**src/rtl/lgs_pkg.sv**
```systemverilog
package lgs_pkg;

   // Number of bits needed to encode shift amounts 0..max_shift.
   function automatic int unsigned shift_bits(input int unsigned max_shift);
      int unsigned b;
      b = 1;
      while ((1 << b) <= max_shift) b++;
      return b;
   endfunction

   // Default shift table: entry g shifts left by g (entry 0 in the low bits).
   localparam int unsigned DEF_GAIN_W    = 2;
   localparam int unsigned DEF_MAX_SHIFT = 3;

endpackage

```
**src/rtl/lgs_gain_reg.sv**
```systemverilog
module lgs_gain_reg #(
   parameter int unsigned          ADDR_W    = 8,
   parameter int unsigned          DATA_W    = 32,
   parameter int unsigned          GAIN_W    = 2,
   parameter logic [ADDR_W-1:0]    GAIN_ADDR = 8'h10
) (
   input  logic                    clk,
   input  logic                    rst_n,
   input  logic                    wr_en,
   input  logic [ADDR_W-1:0]       wr_addr,
   input  logic [DATA_W/8-1:0]     wr_be,
   input  logic [DATA_W-1:0]       wr_data,
   output logic [GAIN_W-1:0]       gain_q
);

   localparam int unsigned BE_W = DATA_W / 8;

   if (GAIN_W > 8) begin : g_bad_gain_w
      $error("lgs_gain_reg: gain field must fit in the low byte");
   end
   if (DATA_W % 8 != 0) begin : g_bad_data_w
      $error("lgs_gain_reg: data width must be a multiple of 8");
   end

   logic hit;
   assign hit = wr_en && (wr_addr == GAIN_ADDR) && wr_be[0];

   always_ff @(posedge clk or negedge rst_n) begin
      if (!rst_n) begin
         gain_q <= '0;
      end else if (hit) begin
         gain_q <= wr_data[GAIN_W-1:0];
      end
   end

   logic unused_bits;
   assign unused_bits = ^{wr_data[DATA_W-1:GAIN_W], wr_be[BE_W-1:0]};

endmodule

```
**src/rtl/lgs_lane_scale.sv**
```systemverilog
module lgs_lane_scale #(
   parameter int unsigned IN_W      = 32,
   parameter int unsigned OUT_W     = 16,
   parameter int unsigned DROP      = 15,
   parameter int unsigned MAX_SHIFT = 3,
   parameter int unsigned SH_W      = 2
) (
   input  logic [IN_W-1:0]  din,
   input  logic [SH_W-1:0]  shift,
   output logic [OUT_W-1:0] dout,
   output logic             sat
);

   localparam int unsigned EXT_W  = IN_W + MAX_SHIFT;
   localparam int unsigned KEEP_W = EXT_W - DROP;
   localparam int unsigned RND_W  = KEEP_W + 1;

   if (KEEP_W < OUT_W) begin : g_bad_keep
      $error("lgs_lane_scale: too many bits dropped for the output width");
   end
   if (OUT_W > 31) begin : g_bad_out_w
      $error("lgs_lane_scale: output width above 31 not supported");
   end

   localparam logic signed [RND_W-1:0] POS_LIM = RND_W'((64'd1 << (OUT_W - 1)) - 64'd1);
   localparam logic signed [RND_W-1:0] NEG_LIM = -POS_LIM;

   logic signed [EXT_W-1:0]  ext;
   logic signed [EXT_W-1:0]  shifted;
   logic signed [KEEP_W-1:0] kept;
   logic signed [RND_W-1:0]  rnd;

   assign ext     = {{MAX_SHIFT{din[IN_W-1]}}, din};
   assign shifted = ext <<< shift;
   assign kept    = shifted[EXT_W-1:DROP];

   if (DROP == 0) begin : g_no_round
      assign rnd = {kept[KEEP_W-1], kept};
   end else begin : g_round_even
      localparam logic [DROP-1:0] HALF = DROP'(64'd1 << (DROP - 1));
      logic [DROP-1:0] frac;
      logic            up;
      assign frac = shifted[DROP-1:0];
      assign up   = (frac > HALF) || ((frac == HALF) && kept[0]);
      assign rnd  = {kept[KEEP_W-1], kept} + {{KEEP_W{1'b0}}, up};
   end

   logic over, under;
   assign over  = rnd > POS_LIM;
   assign under = rnd < NEG_LIM;
   assign sat   = over || under;

   always_comb begin
      if (over)       dout = POS_LIM[OUT_W-1:0];
      else if (under) dout = NEG_LIM[OUT_W-1:0];
      else            dout = rnd[OUT_W-1:0];
   end

endmodule

```
**src/rtl/lane_gain_scaler.sv**
```systemverilog
module lane_gain_scaler
   import lgs_pkg::*;
#(
   parameter int unsigned       LANES     = 4,
   parameter int unsigned       IN_W      = 32,
   parameter int unsigned       IN_FRAC   = 30,
   parameter int unsigned       OUT_W     = 16,
   parameter int unsigned       TAG_W     = 8,
   parameter int unsigned       ADDR_W    = 8,
   parameter int unsigned       DATA_W    = 32,
   parameter int unsigned       GAIN_W    = DEF_GAIN_W,
   parameter int unsigned       MAX_SHIFT = DEF_MAX_SHIFT,
   parameter logic [ADDR_W-1:0] GAIN_ADDR = 8'h10,
   parameter logic [(1<<GAIN_W)*shift_bits(MAX_SHIFT)-1:0] SHIFT_TAB = 8'b11_10_01_00
) (
   input  logic                   clk,
   input  logic                   rst_n,
   input  logic                   in_valid,
   input  logic [TAG_W-1:0]       in_tag,
   input  logic [LANES*IN_W-1:0]  in_lanes,
   input  logic                   wr_en,
   input  logic [ADDR_W-1:0]      wr_addr,
   input  logic [DATA_W/8-1:0]    wr_be,
   input  logic [DATA_W-1:0]      wr_data,
   output logic                   out_valid,
   output logic [TAG_W-1:0]       out_tag,
   output logic [LANES*OUT_W-1:0] out_lanes,
   output logic [LANES-1:0]       out_sat
);

   localparam int unsigned OUT_FRAC = OUT_W - 1;
   localparam int unsigned DROP     = IN_FRAC - OUT_FRAC;
   localparam int unsigned SH_W     = shift_bits(MAX_SHIFT);
   localparam int unsigned TAB_N    = 1 << GAIN_W;

   // Elaboration-time parameter checks
   if (LANES < 1) begin : g_bad_lanes
      $error("lane_gain_scaler: at least one lane required");
   end
   if (IN_FRAC < OUT_FRAC || IN_FRAC >= IN_W) begin : g_bad_frac
      $error("lane_gain_scaler: input fraction must cover the output fraction");
   end
   if (MAX_SHIFT < 1) begin : g_bad_shift
      $error("lane_gain_scaler: maximum shift must be at least 1");
   end
   for (genvar t = 0; t < TAB_N; t++) begin : g_tab_chk
      if (SHIFT_TAB[t*SH_W +: SH_W] > MAX_SHIFT) begin : g_bad_entry
         $error("lane_gain_scaler: shift table entry exceeds maximum shift");
      end
   end

   // Gain register and shift lookup
   logic [GAIN_W-1:0] gain_q;
   logic [SH_W-1:0]   cur_shift;

   lgs_gain_reg #(
      .ADDR_W    (ADDR_W),
      .DATA_W    (DATA_W),
      .GAIN_W    (GAIN_W),
      .GAIN_ADDR (GAIN_ADDR)
   ) gain_reg_i (
      .clk     (clk),
      .rst_n   (rst_n),
      .wr_en   (wr_en),
      .wr_addr (wr_addr),
      .wr_be   (wr_be),
      .wr_data (wr_data),
      .gain_q  (gain_q)
   );

   assign cur_shift = SHIFT_TAB[gain_q*SH_W +: SH_W];

   // Per-lane datapath and output register
   for (genvar k = 0; k < LANES; k++) begin : g_lane
      logic [OUT_W-1:0] scaled;
      logic             clip;

      lgs_lane_scale #(
         .IN_W      (IN_W),
         .OUT_W     (OUT_W),
         .DROP      (DROP),
         .MAX_SHIFT (MAX_SHIFT),
         .SH_W      (SH_W)
      ) scale_i (
         .din   (in_lanes[k*IN_W +: IN_W]),
         .shift (cur_shift),
         .dout  (scaled),
         .sat   (clip)
      );

      always_ff @(posedge clk or negedge rst_n) begin
         if (!rst_n) begin
            out_lanes[k*OUT_W +: OUT_W] <= '0;
            out_sat[k]                  <= 1'b0;
         end else begin
            out_sat[k] <= in_valid && clip;
            if (in_valid) begin
               out_lanes[k*OUT_W +: OUT_W] <= scaled;
            end
         end
      end
   end

   always_ff @(posedge clk or negedge rst_n) begin
      if (!rst_n) begin
         out_valid <= 1'b0;
         out_tag   <= '0;
      end else begin
         out_valid <= in_valid;
         out_tag   <= in_tag;
      end
   end

endmodule

```
**config.mk**
```make
export PLATFORM = sky130hd
export DESIGN_NAME = lane_gain_scaler
export DESIGN_NICKNAME = d
export VERILOG_FILES = /design/src/rtl/lgs_pkg.sv /design/src/rtl/lgs_gain_reg.sv /design/src/rtl/lgs_lane_scale.sv /design/src/rtl/lane_gain_scaler.sv
export SDC_FILE = /design/constraint.sdc
export NUM_CORES = 1
export LEC_CHECK = 0
export ABC_AREA = 0
export BUFFER_PORTS_ARGS = -buffer_cell sky130_fd_sc_hd__clkbuf_2
export CORE_UTILIZATION = 39
export CTS_BUF_LIST = sky130_fd_sc_hd__clkbuf_8
export DETAILED_ROUTE_END_ITERATION = 8
export PLACE_DENSITY = 0.68
export RECOVER_POWER = 50
export REMOVE_ABC_BUFFERS = 1
export SLEW_MARGIN = 20
export SYNTH_ARGS = -nofsm -noshare
export SYNTH_HDL_FRONTEND = slang
export SYNTH_HIERARCHICAL = 1
export SYNTH_SLANG_ARGS = --single-unit
```
**constraint.sdc**
```tcl
create_clock -name clk -period 5.4 [get_ports clk]
set_input_delay 0.27 -clock clk [delete_from_list [all_inputs] [get_ports clk]]
set_output_delay 0.27 -clock clk [all_outputs]
set_load 0.02 [all_outputs]
```
==> run summary <==
Final setup violation count - 0
Clock Tree Root - clkbuf_8
Worst Path Max Fanout - 55
Routed len/inst - 16.7 um
Element type at the critical path end - register
Unrepaired setup endpoints after global routing - no
Drt pass-1 iters - 7
Final period util - 78.7%
Vias in the first global route - 7109
Sequential area share after synthesis - 22.5%
Failing checks - design-rule violations, max-capacitance violations, max-slew violations
CTS tree - built
Number of flops mapped to enable cells by yosys - 0
Buffers & Inverters on Critical Path - 1
H-tree depth - 3
Post-DP HPWL - 17100 um
Status - complete, but fails checks
Mapped Avg Cell Area - 10.5 sq um
Std-Cell Rows - 54
DIE HEIGHT - 152 um
Async S/R FF share, synth - 100%
Clock transition at path regs - 80 ps
Die W - 152 um
Peak supply drop - 0.128 mV
Cell Area, Synth - 8800 sq um
Total grt overflow - 0
Fmax - 235 MHz
Resized cells post-CTS - 0
Synth area leaders - dfrtp_1, mux4_2, mux2_2
Initial antenna violation count - 1
Max Root-Sink Buffers - 2
First-pass GRT wire length - 36500 um
I/O Pins - 261
Yosys cell types - 61
Clock Latency Late Sink - 360 ps
Max-slew violation count - 135
Power Density - 179 nW/um^2
Max-Cap Viols - 2
Clk_skew - 10.5 ps
Delay-heaviest family, CP - simple AND/OR/NAND/NOR gates
Path type of the worst min-delay path - input pin to register
Fin util - 46.3%
Final ANT Viol Nets - 0
Die area - 23200 sq um
Max transition margin - -162%
Initial Utilization - 40.1%
WL final - 22200 um
Critical path arrival - 4540 ps
Crit Path Class - register to register
Layout area overhead - 15.6%
Final Instance Count excl. Fillers - 1328
Layout cells sized above 1 - 30.9%
YS warnings - 6
Largest stage delay, worst path - 820 ps
Crit-path cells - buf_12 -> mux2_2 -> nand3_1 -> nand2_1 -> ha_1 -> and3_1 -> nand3_1 -> nor2_1 -> nor3_1 -> o211ai_1 -> nand2_1 -> a22oi_1 -> mux2_4
Top cell type by total area after synthesis - dfrtp_1
Hold Fails Final Rpt - 0
Number of cells in the design after placement - 1302
Largest net degree at the start of global routing - 77
FF-to-FF setup slack - 1150 ps
Total design power - 1.82 mW
Total CTS buffers - 9
Layout Nets - 1230
Vias post-DR - 7777
Prevailing post-synth register cell - dfrtp_1
Post-Syn Instances - 841
Tmin final - 4250 ps
Gpl congestion - 0.904
WP data required - 5690 ps
I/O Buffers - 227
Core area - 22000 sq um
Worst Tran Pin Value - 3930 ps
Synth Register Bits - 79
Worst setup SP type - register
DR vias/cell - 5.86
Top-area cell type share of the netlist area - 22.5%
Clock sink count - 79
Pleak - 3.95 nW
Initial DRC count - 389
Total GRT Usage - 19.0%
Crit path max-delay cell type - dfrtp_4
Remaining DRCs - 13
-- layout make-up --
class	instances	area (sq um)
flip-flops and latches	79	1980
clock buffers	10	138
diodes	1	2.50
repair buffers	242	1180
fillers	2097	11800
clock inverters	6	85.1
inverters	24	90.1
well taps	280	350
multi-input cells	686	6340
-- per-stage QoR --
stage | setup WS, ps | TNS, ps | cell area [sq um] | hold WS, ps
floorplan | -804 | -42690 | 8410 | -25.6
global placement | 1210 | 0 | 9960 | 147
detailed placement | 1180 | 0 | 9960 | 149
CTS | 1150 | 0 | 10300 | 110
global route | 684 | 0 | 10200 | 129
finish | 1150 | 0 | 10200 | 141
-- state kept, by name, indices dropped and copies added, names as in the netlist --
| register | count |
|---|---|
| out_tag | 8 |
| out_valid | 1 |
| gain_reg_i/gain_q | 2 |
| out_sat | 4 |
| out_lanes | 64 |
-- power by group --
part	internal (mW)	switching (mW)	total [mW]
Sequential	0.653	0.0436	0.697
Combinational	0.273	0.358	0.631
Clock	0.271	0.220	0.492
Total	1.20	0.622	1.82
-- kinds of logic after synthesis --
family                   share of synthesized area [%]
adder cells (fa/ha/maj)                          0.569
XOR/XNOR                                          5.97
AND/OR/NAND/NOR                                   18.6
flip-flops                                        22.5
buffers and inverters                             5.52
AO/OA/AOI/OAI                                     15.6
multiplexers                                      31.3
-- cells in the final DEF, fill, tap and decap left out, types with 9 or more instances in the layout --
| master | netlist | final |
|---|---|---|
| dlygate4sd3_1 | 0 | 9 |
| nor2_1 | 25 | 25 |
| clkbuf_1 | 12 | 79 |
| nand3_1 | 61 | 61 |
| a22oi_1 | 32 | 32 |
| nor3_1 | 24 | 24 |
| nor4_1 | 16 | 16 |
| mux2i_1 | 24 | 24 |
| o211ai_1 | 12 | 12 |
| mux4_1 | 24 | 24 |
| xnor2_1 | 24 | 24 |
| a21oi_1 | 32 | 32 |
| and3_1 | 12 | 12 |
| inv_1 | 24 | 25 |
| nand4_1 | 16 | 16 |
| mux2_2 | 66 | 66 |
| a21boi_0 | 16 | 16 |
| clkbuf_8 | 0 | 10 |
| mux4_2 | 40 | 40 |
| nor2b_1 | 12 | 12 |
| dfrtp_1 | 79 | 77 |
| mux2_4 | 16 | 16 |
| and2_1 | 12 | 12 |
| clkbuf_2 | 0 | 149 |
| nand2_1 | 32 | 32 |
| xor2_1 | 36 | 36 |
-- metal layers --
layer / global-route usage (%) / part of all wire [%] / vias up
met5: 0 / 0 / -
met4: 4.18 / 0.99 / 0
li1: - / - / 3779
met2: 31.3 / 48 / 219
met3: 3.75 / 5.1 / 17
met1: 25.7 / 46 / 3762
-- path summary, 6_finish.rpt --
check	from	end	depth (start not counted)
worst max-delay path	gain_reg_i/gain_q[0]$_DFFE_PN0P_	out_lanes[2]$_DFFE_PN0P_	13
worst min-delay path	wr_data[0]	gain_reg_i/gain_q[0]$_DFFE_PN0P_	2
worst max register to register	gain_reg_i/gain_q[0]$_DFFE_PN0P_	out_lanes[2]$_DFFE_PN0P_	13
worst min register to register	out_lanes[28]$_DFFE_PN0P_	out_lanes[28]$_DFFE_PN0P_	1
max in group asynchronous	rst_n	gain_reg_i/gain_q[1]$_DFFE_PN0P_	3
min in group asynchronous	rst_n	out_lanes[39]$_DFFE_PN0P_	2
-- repair_timing --
action | CTS | global route
buffers inserted | 0 | 0
hold endpoints to repair | 23 | 0
hold buffers | 9 | 0
-- synth_stat cells (8+ instances only) --
cell type / n
nand2_1: 32
a21oi_1: 32
a31oi_1: 8
clkbuf_1: 12
a22oi_1: 32
and4_1: 8
xnor2_1: 24
or2_2: 8
nand2b_1: 8
nor2_1: 25
mux2_2: 66
mux4_1: 24
buf_2: 12
nand4_1: 16
mux4_2: 40
nand3_1: 61
nor2b_1: 12
nor3_1: 24
mux2i_1: 24
and3_1: 12
inv_1: 24
dfrtp_1: 79
o211ai_1: 12
a21boi_0: 16
nor4_1: 16
xor2_1: 36
buf_6: 12
mux2_4: 16
nor3b_1: 8
and2_1: 12
o22ai_1: 8
buf_4: 8
nand3b_1: 8
Note: power is estimated with default switching activity, not from simulation.
